==> src/rtl/adc_seq_pkg.sv <==
package adc_seq_pkg;
  localparam int CFG_W          = 30;
  localparam int SEL_W          = 3;
  localparam int REG_CTRL       = 0;
  localparam int REG_RANK0      = 1;
  localparam int REG_SMP0       = 4;
  localparam int RANKS_PER_REG  = 6;
  localparam int SMP_PER_REG    = 10;
  localparam int SMP_W          = 3;
  localparam int LEN_LSB        = 24;
  localparam int CNT_W          = 9;

  typedef struct packed {
    logic [3:0] trig_sel;
    logic [1:0] edge_mode;
    logic       dma_sticky;
    logic       dma_en;
    logic       irq_en;
    logic       eoc_each;
    logic       cont;
    logic       scan;
    logic       en;
  } ctrl_t;

  localparam int CTRL_W = $bits(ctrl_t);

  typedef enum logic [1:0] {ST_IDLE, ST_SAMPLE, ST_CONV} seq_state_t;

  // sample window length in converter clocks for a 3-bit code
  function automatic logic [CNT_W-1:0] samp_cycles(input logic [SMP_W-1:0] code);
    case (code)
      3'd0:    samp_cycles = CNT_W'(3);
      3'd1:    samp_cycles = CNT_W'(15);
      3'd2:    samp_cycles = CNT_W'(28);
      3'd3:    samp_cycles = CNT_W'(56);
      3'd4:    samp_cycles = CNT_W'(84);
      3'd5:    samp_cycles = CNT_W'(112);
      3'd6:    samp_cycles = CNT_W'(144);
      default: samp_cycles = CNT_W'(480);
    endcase
  endfunction
endpackage

==> src/rtl/adc_seq_regs.sv <==
module adc_seq_regs
  import adc_seq_pkg::*;
#(
  parameter int NUM_RANKS = 16,
  parameter int NUM_CH    = 19,
  parameter int CH_W      = 5,
  parameter int LEN_W     = 4
) (
  input  logic                              clk,
  input  logic                              rst_n,
  input  logic                              cfg_wr,
  input  logic [SEL_W-1:0]                  cfg_sel,
  input  logic [CFG_W-1:0]                  cfg_data,
  input  logic                              busy,
  output ctrl_t                             ctrl,
  output logic [NUM_RANKS-1:0][CH_W-1:0]    rank_ch,
  output logic [NUM_CH-1:0][SMP_W-1:0]      smp_code,
  output logic [LEN_W-1:0]                  seq_len
);
  localparam int LAST_RANK_REG = REG_RANK0 + (NUM_RANKS - 1) / RANKS_PER_REG;

  logic seq_wr_ok;
  logic seq_sel_hit;
  assign seq_wr_ok   = cfg_wr && !busy;
  assign seq_sel_hit = cfg_wr && (int'(cfg_sel) >= REG_RANK0) && (int'(cfg_sel) <= LAST_RANK_REG);

  always_ff @(posedge clk or negedge rst_n) begin
    if (!rst_n) begin
      ctrl    <= '0;
      seq_len <= '0;
    end else begin
      if (cfg_wr && cfg_sel == SEL_W'(REG_CTRL))
        ctrl <= ctrl_t'(cfg_data[CTRL_W-1:0]);
      if (seq_wr_ok && cfg_sel == SEL_W'(LAST_RANK_REG))
        seq_len <= cfg_data[LEN_LSB +: LEN_W];
    end
  end

  for (genvar r = 0; r < NUM_RANKS; r++) begin : g_rank
    localparam int RREG  = REG_RANK0 + r / RANKS_PER_REG;
    localparam int RSLOT = r % RANKS_PER_REG;
    logic [CH_W-1:0] q;
    always_ff @(posedge clk or negedge rst_n) begin
      if (!rst_n) q <= '0;
      else if (seq_wr_ok && cfg_sel == SEL_W'(RREG)) q <= cfg_data[RSLOT*CH_W +: CH_W];
    end
    assign rank_ch[r] = q;
  end

  for (genvar c = 0; c < NUM_CH; c++) begin : g_smp
    localparam int SREG  = REG_SMP0 + c / SMP_PER_REG;
    localparam int SSLOT = c % SMP_PER_REG;
    logic [SMP_W-1:0] q;
    always_ff @(posedge clk or negedge rst_n) begin
      if (!rst_n) q <= '0;
      else if (cfg_wr && cfg_sel == SEL_W'(SREG)) q <= cfg_data[SSLOT*SMP_W +: SMP_W];
    end
    assign smp_code[c] = q;
  end

  // rank list and length frozen while a sequence runs
  a_r11_seq_locked: assert property (@(posedge clk) disable iff (!rst_n)
    (busy && seq_sel_hit) |=> ($stable(rank_ch) && $stable(seq_len)));
endmodule

==> src/rtl/adc_seq_trig.sv <==
module adc_seq_trig #(
  parameter int NUM_TRIG = 16,
  parameter int TSEL_W   = 4
) (
  input  logic                clk,
  input  logic                rst_n,
  input  logic [NUM_TRIG-1:0] ext_trig,
  input  logic [TSEL_W-1:0]   trig_sel,
  input  logic [1:0]          edge_mode,
  output logic                trig_hit
);
  logic [NUM_TRIG-1:0] prev;
  logic cur, old, rise, fall;

  always_ff @(posedge clk or negedge rst_n) begin
    if (!rst_n) prev <= '0;
    else        prev <= ext_trig;
  end

  assign cur  = ext_trig[trig_sel];
  assign old  = prev[trig_sel];
  assign rise = cur && !old;
  assign fall = !cur && old;

  always_comb begin
    case (edge_mode)
      2'd1:    trig_hit = rise;
      2'd2:    trig_hit = fall;
      2'd3:    trig_hit = rise || fall;
      default: trig_hit = 1'b0;
    endcase
  end
endmodule

==> src/rtl/adc_seq_fsm.sv <==
module adc_seq_fsm
  import adc_seq_pkg::*;
#(
  parameter int NUM_RANKS = 16,
  parameter int NUM_CH    = 19,
  parameter int CH_W      = 5,
  parameter int LEN_W     = 4
) (
  input  logic                           clk,
  input  logic                           rst_n,
  input  logic                           en,
  input  logic                           scan,
  input  logic                           cont,
  input  logic [NUM_RANKS-1:0][CH_W-1:0] rank_ch,
  input  logic [NUM_CH-1:0][SMP_W-1:0]   smp_code,
  input  logic [LEN_W-1:0]               seq_len,
  input  logic                           start_req,
  input  logic                           res_valid,
  output logic                           busy,
  output logic                           smp_on,
  output logic                           conv_req,
  output logic [CH_W-1:0]                conv_ch,
  output logic                           conv_done,
  output logic                           seq_start,
  output logic                           seq_end
);
  localparam int PAD_CH = 2**CH_W;

  seq_state_t state;
  logic [LEN_W-1:0] rank, last_rank, load_rank;
  logic [CNT_W-1:0] cnt;
  logic [PAD_CH-1:0][SMP_W-1:0] code_pad;
  logic [CH_W-1:0]  load_ch;
  logic [SMP_W-1:0] load_code;
  logic start_go, is_last, restart, advance, load;

  assign code_pad  = {{((PAD_CH - NUM_CH) * SMP_W){1'b0}}, smp_code};
  assign last_rank = scan ? seq_len : '0;
  assign is_last   = (rank == last_rank);
  assign start_go  = (state == ST_IDLE) && en && start_req;
  assign conv_done = (state == ST_CONV) && res_valid && en;
  assign seq_end   = conv_done && is_last;
  assign restart   = seq_end && cont;
  assign advance   = conv_done && !is_last;
  assign load      = start_go || restart || advance;
  assign seq_start = start_go || restart;
  assign load_rank = advance ? LEN_W'(rank + 1'b1) : '0;
  assign load_ch   = rank_ch[load_rank];
  assign load_code = code_pad[load_ch];

  always_ff @(posedge clk or negedge rst_n) begin
    if (!rst_n) begin
      state <= ST_IDLE;
      rank  <= '0;
      cnt   <= '0;
    end else if (!en) begin
      state <= ST_IDLE;
    end else if (load) begin
      state <= ST_SAMPLE;
      rank  <= load_rank;
      cnt   <= samp_cycles(load_code) - 1'b1;
    end else if (state == ST_SAMPLE) begin
      if (cnt == '0) state <= ST_CONV;
      else           cnt   <= cnt - 1'b1;
    end else if (conv_done) begin
      state <= ST_IDLE;
    end
  end

  assign busy     = (state != ST_IDLE);
  assign smp_on   = (state == ST_SAMPLE);
  assign conv_req = (state == ST_CONV);
  assign conv_ch  = rank_ch[rank];

  // a disabled controller stays idle
  a_r10_idle_when_off: assert property (@(posedge clk) disable iff (!rst_n)
    (state == ST_IDLE && !en) |=> (state == ST_IDLE));
  // the walker never passes the programmed length
  a_r3_rank_bound: assert property (@(posedge clk) disable iff (!rst_n)
    smp_on |-> (rank <= seq_len));
  // continuous mode restarts at the first rank
  a_r5_cont_restart: assert property (@(posedge clk) disable iff (!rst_n)
    (seq_end && cont) |=> (smp_on && rank == '0));
endmodule

==> src/rtl/adc_seq_flags.sv <==
module adc_seq_flags #(
  parameter int RES_W = 12
) (
  input  logic             clk,
  input  logic             rst_n,
  input  logic             eoc_each,
  input  logic             irq_en,
  input  logic             dma_en,
  input  logic             dma_sticky,
  input  logic             conv_done,
  input  logic             seq_start,
  input  logic             seq_end,
  input  logic [RES_W-1:0] res_data,
  input  logic             clr_eoc,
  input  logic             clr_strt,
  input  logic             clr_ovr,
  input  logic             data_rd,
  output logic [RES_W-1:0] data_out,
  output logic             eoc_flag,
  output logic             strt_flag,
  output logic             ovr_flag,
  output logic             irq,
  output logic             dma_req
);
  logic unread, dma_spent;
  logic eoc_set, ovr_hit, dma_live;

  assign eoc_set  = conv_done && (eoc_each || seq_end);
  assign ovr_hit  = conv_done && unread && (dma_en || eoc_each);
  assign dma_live = dma_en && (dma_sticky || !dma_spent);

  always_ff @(posedge clk or negedge rst_n) begin
    if (!rst_n) begin
      data_out  <= '0;
      eoc_flag  <= 1'b0;
      strt_flag <= 1'b0;
      ovr_flag  <= 1'b0;
      unread    <= 1'b0;
      dma_spent <= 1'b0;
      dma_req   <= 1'b0;
    end else begin
      if (conv_done) data_out <= res_data;
      if (eoc_set)        eoc_flag <= 1'b1;
      else if (clr_eoc)   eoc_flag <= 1'b0;
      if (seq_start)      strt_flag <= 1'b1;
      else if (clr_strt)  strt_flag <= 1'b0;
      if (ovr_hit)        ovr_flag <= 1'b1;
      else if (clr_ovr)   ovr_flag <= 1'b0;
      if (conv_done)      unread <= 1'b1;
      else if (data_rd)   unread <= 1'b0;
      if (!dma_en)                 dma_spent <= 1'b0;
      else if (seq_end && !dma_sticky) dma_spent <= 1'b1;
      dma_req <= conv_done && dma_live;
    end
  end

  assign irq = eoc_flag && irq_en;

  // accepted result lands in the data register
  a_r12_data_capture: assert property (@(posedge clk) disable iff (!rst_n)
    conv_done |=> (data_out == $past(res_data)));
  // sequence end always raises the flag
  a_r6_seq_end_eoc: assert property (@(posedge clk) disable iff (!rst_n)
    seq_end |=> eoc_flag);
  // start flag holds until cleared
  a_r8_strt_hold: assert property (@(posedge clk) disable iff (!rst_n)
    (strt_flag && !clr_strt) |=> strt_flag);
  // no request without DMA enabled
  a_r7_dma_needs_en: assert property (@(posedge clk) disable iff (!rst_n)
    dma_req |-> $past(dma_en));
  // overrun holds until cleared
  a_r9_ovr_hold: assert property (@(posedge clk) disable iff (!rst_n)
    (ovr_flag && !clr_ovr) |=> ovr_flag);
endmodule

==> src/rtl/adc_seq_ctrl.sv <==
module adc_seq_ctrl
  import adc_seq_pkg::*;
#(
  parameter int NUM_RANKS = 16,
  parameter int NUM_CH    = 19,
  parameter int CH_W      = 5,
  parameter int RES_W     = 12,
  parameter int NUM_TRIG  = 16
) (
  input  logic                clk,
  input  logic                rst_n,
  input  logic                cfg_wr,
  input  logic [SEL_W-1:0]    cfg_sel,
  input  logic [CFG_W-1:0]    cfg_data,
  input  logic                sw_start,
  input  logic                clr_eoc,
  input  logic                clr_strt,
  input  logic                clr_ovr,
  input  logic                data_rd,
  input  logic [NUM_TRIG-1:0] ext_trig,
  input  logic                res_valid,
  input  logic [RES_W-1:0]    res_data,
  output logic                smp_on,
  output logic                conv_req,
  output logic [CH_W-1:0]     conv_ch,
  output logic                busy,
  output logic [RES_W-1:0]    data_out,
  output logic                eoc_flag,
  output logic                strt_flag,
  output logic                ovr_flag,
  output logic                irq,
  output logic                dma_req
);
  localparam int LEN_W = $clog2(NUM_RANKS);

  ctrl_t ctrl;
  logic [NUM_RANKS-1:0][CH_W-1:0] rank_ch;
  logic [NUM_CH-1:0][SMP_W-1:0]   smp_code;
  logic [LEN_W-1:0] seq_len;
  logic trig_hit, start_req, conv_done, seq_start, seq_end;

  assign start_req = sw_start || trig_hit;

  adc_seq_regs #(.NUM_RANKS(NUM_RANKS), .NUM_CH(NUM_CH), .CH_W(CH_W), .LEN_W(LEN_W)) u_regs (
    .clk(clk), .rst_n(rst_n), .cfg_wr(cfg_wr), .cfg_sel(cfg_sel), .cfg_data(cfg_data),
    .busy(busy), .ctrl(ctrl), .rank_ch(rank_ch), .smp_code(smp_code), .seq_len(seq_len));

  adc_seq_trig #(.NUM_TRIG(NUM_TRIG), .TSEL_W(4)) u_trig (
    .clk(clk), .rst_n(rst_n), .ext_trig(ext_trig), .trig_sel(ctrl.trig_sel),
    .edge_mode(ctrl.edge_mode), .trig_hit(trig_hit));

  adc_seq_fsm #(.NUM_RANKS(NUM_RANKS), .NUM_CH(NUM_CH), .CH_W(CH_W), .LEN_W(LEN_W)) u_fsm (
    .clk(clk), .rst_n(rst_n), .en(ctrl.en), .scan(ctrl.scan), .cont(ctrl.cont),
    .rank_ch(rank_ch), .smp_code(smp_code), .seq_len(seq_len), .start_req(start_req),
    .res_valid(res_valid), .busy(busy), .smp_on(smp_on), .conv_req(conv_req),
    .conv_ch(conv_ch), .conv_done(conv_done), .seq_start(seq_start), .seq_end(seq_end));

  adc_seq_flags #(.RES_W(RES_W)) u_flags (
    .clk(clk), .rst_n(rst_n), .eoc_each(ctrl.eoc_each), .irq_en(ctrl.irq_en),
    .dma_en(ctrl.dma_en), .dma_sticky(ctrl.dma_sticky), .conv_done(conv_done),
    .seq_start(seq_start), .seq_end(seq_end), .res_data(res_data), .clr_eoc(clr_eoc),
    .clr_strt(clr_strt), .clr_ovr(clr_ovr), .data_rd(data_rd), .data_out(data_out),
    .eoc_flag(eoc_flag), .strt_flag(strt_flag), .ovr_flag(ovr_flag), .irq(irq),
    .dma_req(dma_req));
endmodule

==> config.mk <==
export PLATFORM = sky130hd
export DESIGN_NAME = adc_seq_ctrl
export DESIGN_NICKNAME = d
export VERILOG_FILES = /design/src/rtl/adc_seq_pkg.sv /design/src/rtl/adc_seq_regs.sv /design/src/rtl/adc_seq_trig.sv /design/src/rtl/adc_seq_fsm.sv /design/src/rtl/adc_seq_flags.sv /design/src/rtl/adc_seq_ctrl.sv
export SDC_FILE = /design/constraint.sdc
export NUM_CORES = 1
export LEC_CHECK = 0
export ABC_AREA = 1
export BUFFER_PORTS_ARGS = -buffer_cell sky130_fd_sc_hd__buf_2
export CORE_UTILIZATION = 65
export DETAILED_ROUTE_END_ITERATION = 8
export GPL_TIMING_DRIVEN = 0
export PLACE_DENSITY = 0.84
export SYNTH_ARGS = -nofsm -noshare
export SYNTH_HDL_FRONTEND = slang
export SYNTH_SLANG_ARGS = --single-unit
export TNS_END_PERCENT = 5
==> constraint.sdc <==
create_clock -name clk -period 5.52 [get_ports clk]
set_input_delay 1.104 -clock clk [delete_from_list [all_inputs] [get_ports clk]]
set_output_delay 1.104 -clock clk [all_outputs]
set_load 0.05 [all_outputs]
Word level (Yosys, flattened, before mapping)
Index checks and enable logic that the tools add are counted.
{ "totals": {"word_cells": 167, "output_inout_bits": 25, "in_bits": 70, "register_bits": 203} }
{ "op_classes": {"n_eq_ne": 21, "reduce_logical": 49, "muxes": 34, "add_sub_neg": 3, "order_cmp": 4} }
{ "ops": {"columns": ["cell", "count"], "rows": [
  ["$pmux 9 s7", 1],
  ["$mux 9", 5],
  ["$bmux 5 s4", 2],
  ["$logic_and 1x1->1", 23],
  ["$sub 9x1->9 const B", 2],
  ["$bmux 3 s5", 1],
  ["$eq 3x3->1 const B", 5],
  ["$lt 4x5->1 const B", 3],
  ["$eq 3x2->1 const B", 4],
  ["$mux 1", 12],
  ["$reduce_bool 2->1", 6],
  ["$mux 2", 5],
  ["$mux 5", 2],
  ["$logic_not 9->1", 1],
  ["$bmux 1 s4", 2],
  ["$mux 4", 2],
  ["$ne 4x2->1 const B", 2],
  ["$logic_or 1x1->1", 7],
  ["$eq 2x2->1 const B", 3],
  ["$eq 3x1->1 const B", 2],
  ["$logic_not 1->1", 6],
  ["$logic_not 3->1", 2],
  ["$lt 5x6->1 const B", 1],
  ["$add 4x1->4 const B", 1],
  ["other kinds (8)", 11]
]} }

Longest topological paths before layout
Gate-level depths: netlist of run 1.
{ "logic_depth": {"ltp_word": 15, "ltp_mapped": 35, "mapped_depth_nobuf": 33} }

Modules after synthesis
A second synthesis of run 1 with hierarchy kept.
{ "hier_totals": {"cells_unflattened": 1479, "area_unflattened_um2": 11085.6} }
{ "modules_own_cells": {"columns": ["mod", "cells_each", "n_inst", "seq_area_each_um2", "area_each_um2"], "rows": [
  ["adc_seq_regs", 631, 1, 3853.7, 5987.0],
  ["adc_seq_fsm", 643, 1, 375.4, 3415.8],
  ["adc_seq_trig", 123, 1, 400.4, 903.4],
  ["adc_seq_flags", 79, 1, 450.4, 768.2],
  ["adc_seq_ctrl", 3, 1, 0.0, 11.3]
]} }

Least setup slack after synthesis of run 1
OpenSTA, ideal clock, no wires.
{ "synth_path": {"path_kind": "input -> register", "startpoint": "in res_valid", "endpoint": "reg u_fsm.cnt[8]", "path_buffers": 2, "path_slack_ps": 1794, "required_time_ps": 5403, "t_arrival_ps": 3609, "stages": 26, "setup_time_ps": 117, "path_cell_list": "nand2_2 > nor2_8 > nand3_4 > buf_6 > buf_6 > o211ai_1 > nand3_1 > nand3_1 > nand2_4 > nor2_4 > nand2_1 > nand2_1 > inv_1 > nand2_2 > nand2_1 > nand2_2 > nand2_1 > nand2_2 > inv_2 > nand2_1 > ha_1 > nand3_2 > nor2_2 > nand3_1 > nand3_1 > nand2_1"} }
{ "synth_between": {"elab_chain_len": 14, "word_cells_on_any_way": 27, "cone_classes": "add/sub (1); eq/ne (7); mux (9); reduce/logical (10)"} }
{ "synth_lines": {"columns": ["item", "line", "source"], "rows": [
  ["from (decl)", "adc_seq_ctrl.sv:21", "input logic res_valid,"],
  ["$logic_and 1x1->1 (*) (2 in series)", "adc_seq_fsm.sv:41", "assign conv_done = (state == ST_CONV) && res_valid && en;"],
  ["$logic_and 1x1->1", "adc_seq_fsm.sv:44", "assign advance = conv_done && !is_last;"],
  ["$mux 4", "adc_seq_fsm.sv:47", "assign load_rank = advance ? LEN_W'(rank + 1'b1) : '0;"],
  ["$bmux 5 s4", "adc_seq_fsm.sv:48", "assign load_ch = rank_ch[load_rank];"],
  ["$mux 5 (implied by the code)", "adc_seq_fsm.sv:48", null],
  ["$bmux 3 s5", "adc_seq_fsm.sv:49", "assign load_code = code_pad[load_ch];"],
  ["$mux 3 (implied by the code)", "adc_seq_fsm.sv:49", null],
  ["$eq 3x3->1, or another cell as far along", "adc_seq_pkg.sv:31", "case (code)"],
  ["$pmux 9 s7", "adc_seq_pkg.sv:31", null],
  ["$mux 9", "adc_seq_fsm.sv:58", "end else if (load) begin"],
  ["$mux 9", "adc_seq_fsm.sv:56", "end else if (!en) begin"],
  ["$sub 9x1->9", "adc_seq_fsm.sv:61", "cnt <= samp_cycles(load_code) - 1'b1;"],
  ["$mux 9", "adc_seq_fsm.sv:58", null],
  ["to (signal assigned)", "adc_seq_fsm.sv:61", null],
  ["to (signal assigned)", "adc_seq_fsm.sv:64", "else cnt <= cnt - 1'b1;"],
  ["to (decl)", "adc_seq_fsm.sv:31", "logic [CNT_W-1:0] cnt;"]
]} }
Every way passes the cells marked *; elsewhere a longest branch is shown, timed or not. The select of a mux whose other input is x is not followed.
A chain may end at the register's enable or synchronous reset.

Worst setup path in the final report of run 1
{ "layout_path": {"startpoint": "reg u_fsm.rank[3]", "endpoint": "reg u_fsm.cnt[8]"} }
{ "layout_between": {"elab_chain_len": 14, "word_cells_on_any_way": 28, "cone_classes": "add/sub (2); eq/ne (8); mux (9); reduce/logical (9)"} }
{ "layout_lines": {"columns": ["item", "line", "source"], "rows": [
  ["from (decl)", "adc_seq_fsm.sv:30", "logic [LEN_W-1:0] rank, last_rank, load_rank;"],
  ["from (signal assigned)", "adc_seq_fsm.sv:60", "rank <= load_rank;"],
  ["branches (longest 14 deep; another with $sub 9x1->9)", null, null]
]} }
Parallel ways; which one is timed is not known. The select of a mux whose other input is x is not followed.

==> results_dict.tcl, run 1 <==
set metrics [dict create \
    placed_area_sq_um 11350 \
    final.period_utilization 0.8294 \
    ctsRootBufferMaster "sky130_fd_sc_hd__clkbuf_16" \
    power_per_standard_cell_area_nw_per_um2 436.8 \
    via_per_inst 6.124 \
    finish.net_count 1541 \
    cell_occurring_most_often_along_the_worst_timing_path "sky130_fd_sc_hd__nand2_1" \
    r2r_slack_ns 0.94 \
    reg2reg_to "u_fsm.cnt[8]" \
    number_of_gates_resized_after_cts 0 \
    regToRegStartpoint "u_fsm.rank[3]" \
    cp-endpoint "u_fsm.cnt[8]" \
    syn_to_final_growth_pct 14.53 \
    critPathKind "flop to flop" \
    gp_congestion 0.9916 \
    clock_skew_ns 0.01385 \
    die_x_um 129.5 \
    worst_path_required_ns 5.93 \
    syn_area_sq_um 10570 \
    final_critical_path_required_period_ns 4.578 \
    detailed_place_hpwl_um 24070 \
    outcome "finished, final reports clean" \
    worst_pin_slew_ns 0.7115 \
    min_delay_worst_type "flop to flop" \
    yosysSeqAreaShare 0.4806 \
    top_level_ports 95 \
    worst-path-max-fanout 10 \
    first_pass_iters 8 \
    final_layout_size_suffix_gt1_frac 0.1389 \
    combinational_family_with_the_most_area_after_synthesis "simple AND/OR/NAND/NOR gates" \
    via_count_of_the_first_global_routing_pass 9889 \
    synth_area_leader_cell "sky130_fd_sc_hd__dfrtp_1" \
    relSlewSlack 0.5257 \
    chipHeight_um 129.5 \
    grt_first_pass_wirelength_um 52710 \
    route.detailed.drc 0 \
    drt_wl_total_um 34180 \
    worstSetupStartpoint "u_fsm.rank[3]" \
    synthSimpleGateAreaFrac 0.2470 \
    yosysMostFrequentCell "sky130_fd_sc_hd__nand2_1" \
    xor_and_xnor_fraction_of_the_mapped_netlist_area 0.001657 \
    cp_num_buf_inv 4 \
    number_of_enable_type_register_cells_in_the_synthesized_netlist 0 \
    synth.lib_cells_used.distinct 47 \
    antenna_found_initial 1 \
    wl_per_cell_um 20.10 \
    grt_setup_unrepaired "false" \
    synth_compound_gate_area_share 0.1719 \
    detail-route-antenna-nets 0 \
    postSynthNetCount 1422 \
    cp_num_cells 28 \
    critical-path-top-delay-family "simple AND/OR/NAND/NOR gates" \
    max_cap_check_violation_count 0 \
    clk_path_buf_depth 3 \
    fin_tns_setup_ns 0 \
    achievable-frequency_mhz 218.4 \
    clk_latency_ns 0.51 \
    finalMaxSlewViolations 0 \
    finalInstanceArea_sq_um 12100 \
    grt_use_total 0.4225 \
    finalSetupViolations 0 \
    initial_core_util 0.6653 \
    synthArstFlopShare 1.000 \
    muxShareOfSynthArea 0.007577 \
    design.die.area_sq_um 16770 \
    max_stage_delay_ns 0.49 \
    synth_area_per_cell_sq_um 7.840 \
    ys_warn_count 0 \
    global_route.overflow_total 0 \
    cts.htree.levels 1 \
    synthAdderAreaFrac 0.004735 \
    post_cts_hold_buffer_count 0 \
    syn-instance-count 1348 \
    placement.io_buffers 94 \
    clock_sink_count 203 \
    total_count_of_hold_check_failures_in_the_final_report 0 \
    floorplan.rows 46 \
    netlist_top_cells_area "sky130_fd_sc_hd__dfrtp_1 (48%), sky130_fd_sc_hd__nand2_1 (13%), sky130_fd_sc_hd__o21ai_0 (11%)" \
    num_vias 10410 \
    cts_tree "built" \
    cts.reportedPaths.clkPinSlew_ns 0.06 \
    post-synth-top-area-fraction 0.4806 \
    worst_setup_path_start_kind "flop" \
    peakVddDrop_v 0.0004052 \
    timing.critical_path.to_type "flop" \
    cell_types_with_the_highest_counts_after_synthesis "sky130_fd_sc_hd__nand2_1 (358), sky130_fd_sc_hd__o21ai_0 (232), sky130_fd_sc_hd__dfrtp_1 (203)" \
    largest_net_degree_at_the_start_of_global_routing 129 \
    dr.first_iter.drc_count 1073 \
    crit_arrival_ns 4.99 \
    worst-r2r-cell-count 28 \
    core_area_sq_um 15890 \
    worst_path_max_delay_cell "sky130_fd_sc_hd__dfrtp_1" \
    cts_buffers 22 \
    yosys_register_bits 203 \
    leakage_power_figure_nw 6.176 \
    synth_ff_type "sky130_fd_sc_hd__dfrtp_1" \
    post-cts-setup-buffer-count 0 \
]
[cell usage in the layout (no fill, tap or decap), types with 4 or more instances in the layout]
cell type and instances:
sky130_fd_sc_hd__a21oi_1 37, sky130_fd_sc_hd__buf_1 4, sky130_fd_sc_hd__buf_2 100, sky130_fd_sc_hd__buf_4 8, sky130_fd_sc_hd__buf_6 6, sky130_fd_sc_hd__clkbuf_1 52, sky130_fd_sc_hd__clkbuf_16 23, sky130_fd_sc_hd__clkbuf_8 4
sky130_fd_sc_hd__clkinv_2 5, sky130_fd_sc_hd__dfrtp_1 203, sky130_fd_sc_hd__ha_1 4, sky130_fd_sc_hd__inv_1 129, sky130_fd_sc_hd__inv_2 8, sky130_fd_sc_hd__mux2i_1 8, sky130_fd_sc_hd__nand2_1 358, sky130_fd_sc_hd__nand2_2 11
sky130_fd_sc_hd__nand3_1 86, sky130_fd_sc_hd__nand3_2 8, sky130_fd_sc_hd__nand3b_1 22, sky130_fd_sc_hd__nand4_1 10, sky130_fd_sc_hd__nor2_1 65, sky130_fd_sc_hd__nor2_2 5, sky130_fd_sc_hd__nor2_4 4, sky130_fd_sc_hd__nor3_1 5
sky130_fd_sc_hd__o211ai_1 15, sky130_fd_sc_hd__o21ai_0 232, sky130_fd_sc_hd__o21ai_1 6, sky130_fd_sc_hd__o221ai_1 5, sky130_fd_sc_hd__o22ai_1 18
[power breakdown]
part           internal [mW]  switching, mW  total [mW]
sequential              1.84          0.301        2.14
combinational          0.547           1.08        1.63
clock                  0.909          0.610        1.52
[worst min path at each step]
stage | to | slack [ns] | startpoint | depth (start not counted)
final | u_flags.data_out[10] | 0.47 | u_flags.data_out[10] | 2
after global routing | u_flags.data_out[7] | 0.49 | u_flags.data_out[7] | 2
after CTS | u_flags.data_out[10] | 0.47 | u_flags.data_out[10] | 2
after detailed placement | u_flags.data_out[10] | 0.45 | u_flags.data_out[10] | 2
after global placement | u_flags.dma_req | 0.45 | u_flags.dma_spent | 1
after floorplan | u_flags.dma_req | 0.43 | u_flags.dma_spent | 1
[area by class of cell]
cell class | instances | area (sq um)
flip-flops and latches | 203 | 5080
multi-input cells | 928 | 4574
fillers | 1179 | 3781
clock buffers | 29 | 638.1
inverters | 141 | 534.3
repair buffers | 95 | 508.0
plain buffers | 76 | 380.4
well taps | 216 | 270.3
clock inverters | 11 | 116.4
diodes | 1 | 2.502
[through the flow]
stage	util	hold slack (ns)	setup slack (ns)	cells	total power [mW]
after floorplan	-	0.4268	1.794	1348	3.194
after global placement	0.7120	0.4456	0.1188	1658	3.653
after detailed placement	0.7143	0.4528	0.6925	1659	3.711
after CTS	0.7618	0.4682	1.107	1699	5.229
after global routing	0.7618	0.4938	0.5397	1699	5.549
final	0.7620	0.4657	0.9415	1700	5.287
[layer usage]
metal  global-route usage  share of wire  up-vias
li1                     -              -     4668
met1               0.5291           0.38     4974
met2               0.6894           0.47      633
met3              0.08877           0.10      135
met4               0.2319          0.057        0
met5                    0              0        -
[flip-flops by register name, indices dropped and copies added, names as in the netlist]
signal             count
u_regs.g_rank.q       80
u_regs.ctrl           13
u_flags.dma_req        1
u_regs.seq_len         4
u_fsm.cnt              9
u_flags.eoc_flag       1
u_fsm.rank             4
u_fsm.state            2
u_regs.g_smp.q        57
u_flags.unread         1
u_trig.prev           16
u_flags.dma_spent      1
u_flags.ovr_flag       1
u_flags.strt_flag      1
u_flags.data_out      12
[cells by family (layout without fill, tap and decap cells)]
group,Yosys count,count (layout)
AOI/OAI and AO/OA,331,331
adders and majority gates,4,4
DFF,203,203
other,0,1
buffers and inverters,217,352
muxes,8,8
xor gates and xnor gates,2,2
and+or+nand+nor,583,583
[tightest hold or removal path, stage by stage (launching register included)]
cell	delay, ns
sky130_fd_sc_hd__dfrtp_1	0.34
sky130_fd_sc_hd__nand2_1	0.05
sky130_fd_sc_hd__nand2_1	0.05
Note: power is estimated with default switching activity, not from simulation.
==> run 2: changes to the inputs <==
--- a/config.mk
+++ b/config.mk
@@ -7,10 +7,10 @@
 export LEC_CHECK = 0
 export ABC_AREA = 1
 export BUFFER_PORTS_ARGS = -buffer_cell sky130_fd_sc_hd__buf_2
-export CORE_UTILIZATION = 65
+export CORE_UTILIZATION = 60
 export DETAILED_ROUTE_END_ITERATION = 8
 export GPL_TIMING_DRIVEN = 0
-export PLACE_DENSITY = 0.84
+export PLACE_DENSITY = 0.78
 export SYNTH_ARGS = -nofsm -noshare
 export SYNTH_HDL_FRONTEND = slang
 export SYNTH_SLANG_ARGS = --single-unit
==> constraint.sdc (replaced) <==
create_clock -name clk -period 4.5 [get_ports clk]
set_input_delay 0.9 -clock clk [delete_from_list [all_inputs] [get_ports clk]]
set_output_delay 0.9 -clock clk [all_outputs]
set_load 0.05 [all_outputs]
==> run 2 against run 1 <==
  * Sequential power is 23% higher
  * Power is 25% higher
  * Routed wire length is 0.70% lower
==> results_dict.tcl, run 2 (synthesis gave the netlist of run 1 again) <==
set metrics [dict create \
    worst_pin_slew_ns 0.8102 \
    cts.reportedPaths.clkPinSlew_ns 0.06 \
    syn_to_final_growth_pct 15.47 \
    dr.first_iter.drc_count 794 \
    achievable-frequency_mhz 229.7 \
    finalSetupViolations 0 \
    worst_path_required_ns 3.60 \
    switching_power_mw 2.430 \
    internal-power_mw 4.169 \
    top_level_ports 95 \
    netSwitchingFraction 0.3682 \
    critPathKind "flop to primary output" \
    grt_use_total 0.3798 \
    max_cap_check_violation_count 0 \
    comb_power_share 0.298 \
    die_x_um 134.7 \
    leakage_power_figure_nw 6.233 \
    relSlewSlack 0.4598 \
    via_count_of_the_first_global_routing_pass 9326 \
    detailed_place_hpwl_um 24040 \
    chipHeight_um 134.7 \
    min_delay_worst_type "input pin to asynchronous set/reset pin" \
    pre_cts_slack_ns -0.1354 \
    final_layout_size_suffix_gt1_frac 0.1420 \
    global_route.overflow_total 0 \
    worst_path_max_delay_cell "sky130_fd_sc_hd__o32ai_1" \
    dpl.cell_count 1668 \
    worst-path-max-fanout 10 \
    cp_num_cells 9 \
    max_stage_delay_ns 0.54 \
    drt_wl_total_um 33940 \
    core_area_sq_um 17240 \
    largest_net_degree_at_the_start_of_global_routing 114 \
    mostFrequentLayoutCells "sky130_fd_sc_hd__nand2_1 (358), sky130_fd_sc_hd__o21ai_0 (232), sky130_fd_sc_hd__dfrtp_1 (203)" \
    detail-route-antenna-nets 0 \
    grt_first_pass_wirelength_um 51610 \
    cp_num_buf_inv 5 \
    finalMaxSlewViolations 0 \
    gp_congestion 1.008 \
    via_per_inst 5.877 \
    wl_per_cell_um 19.84 \
    cts_buffers 22 \
    placement.io_buffers 94 \
    finish.net_count 1545 \
    crit_arrival_ns 3.45 \
    number_of_flip_flops_in_the_largest_register 80 \
    seq_power_share 0.400 \
    floorplan.rows 48 \
    ctsRootBufferMaster "sky130_fd_sc_hd__clkbuf_16" \
    clock_skew_ns 0.01283 \
    critical-path-top-delay-family "buffers and inverters" \
    peakVddDrop_v 0.0003722 \
    cts.htree.levels 1 \
    n_antenna_cell 0 \
    fin_cells 1711 \
    first_pass_iters 6 \
    initial_core_util 0.6132 \
    power_per_standard_cell_area_nw_per_um2 540.7 \
    final_critical_path_required_period_ns 4.353 \
    cell_occurring_most_often_along_the_worst_timing_path "sky130_fd_sc_hd__clkbuf_1" \
    timing.critical_path.to_type "primary output" \
    largest_register "u_regs.g_rank.q" \
    critical_path.cell_chain "buf_6, inv_4, clkbuf_1, clkbuf_1, o21ai_0, o22ai_1, nor2_1, o32ai_1, buf_2" \
    cts_tree "built" \
    total_count_of_hold_check_failures_in_the_final_report 0 \
    worst_setup_margin_ns 0.1467 \
    final.period_utilization 0.9674 \
    num_vias 10060 \
    layout_commonest_cell "sky130_fd_sc_hd__nand2_1" \
    biggest_registers_after_layout "u_regs.g_rank.q (80), u_regs.g_smp.q (57), u_trig.prev (16)" \
    worst-r2r-cell-count 31 \
    route.detailed.drc 0 \
    outcome "finished, final reports clean" \
    clock_sink_count 203 \
    antenna_found_initial 0 \
    design.die.area_sq_um 18150 \
    clock_power_share 0.302 \
    clk_latency_ns 0.52 \
    worst_setup_path_start_kind "flop" \
    clk_path_buf_depth 3 \
]
[run 2: final timing paths]
| kind | start | endpoint | slack (ns) |
|---|---|---|---|
| worst max-delay path | u_fsm.rank[0] | conv_ch[3] | 0.15 |
| worst min-delay path | rst_n | u_trig.prev[8] | 0.37 |
| worst max register to register | u_fsm.rank[3] | u_fsm.cnt[8] | 0.34 |
| worst min register to register | u_flags.dma_spent | u_flags.dma_req | 0.45 |
| max in group asynchronous | rst_n | u_regs.g_rank[0].q[4] | 3.08 |
| min in group clk | u_flags.dma_spent | u_flags.dma_req | 0.45 |
[run 2: final cells by class]
| cell class | count | area [sq um] |
|---|---|---|
| clock buffers | 32 | 659.4 |
| multi-input cells | 928 | 4579 |
| fillers | 1392 | 5032 |
| clock inverters | 7 | 141.4 |
| well taps | 225 | 281.5 |
| flip-flops and latches | 203 | 5080 |
| repair buffers | 100 | 545.5 |
| inverters | 141 | 538.0 |
| plain buffers | 75 | 379.1 |
[run 2: metal layers]
metal | global-route usage | vias to the layer above | wire length, um
met1 | 0.4880 | 4744 | 13540
met4 | 0.1723 | 0 | 1583
met5 | 0 | - | 0
met3 | 0.07432 | 106 | 2958
li1 | - | 4681 | -
met2 | 0.6234 | 524 | 15860
[run 2: through the flow]
stage | power (mW) | hold slack, ns | setup TNS [ns] | area [sq um] | util
final | 6.599 | 0.3688 | 0 | 12200 | 0.7080
after global routing | 6.916 | 0.4593 | -0.02252 | 12200 | 0.7080
after CTS | 6.554 | 0.4303 | 0 | 12160 | 0.7054
after detailed placement | 4.565 | 0.4429 | -0.3686 | 11360 | 0.6590
after global placement | 4.503 | 0.4389 | -150.97 | 11320 | 0.6568
after floorplan | 3.917 | 0.4268 | 0 | 10570 | -
[run 2: worst reg2reg max path, delay by kind of cell (launching register included)]
kind,cells,cell delay (ns)
and+or+nand+nor,25,2.62
buffers and inverters,4,0.67
DFF,1,0.48
adders and majority gates,1,0.18
AOI/OAI and AO/OA,1,0.10
[run 2: timing repair]
item / CTS / global route
resized for setup: 0 / 5
setup endpoints to repair: 0 / 9
endpoints found under the hold margin: 0 / 0
hold buffers: 0 / 0
setup buffers: 0 / 5
[run 2: power by group through the flow]
| stage | sequential [mW] | combinational (mW) | clock (mW) |
|---|---|---|---|
| 6_report | 2.64 | 1.97 | 1.99 |
| 3_5_place_dp | 2.64 | 1.93 | 0 |
| 3_3_place_gp | 2.63 | 1.87 | 0 |
| 2_1_floorplan | 2.51 | 1.41 | 0 |
| 4_1_cts | 2.61 | 1.95 | 2.00 |
| 5_1_grt | 2.66 | 2.18 | 2.07 |
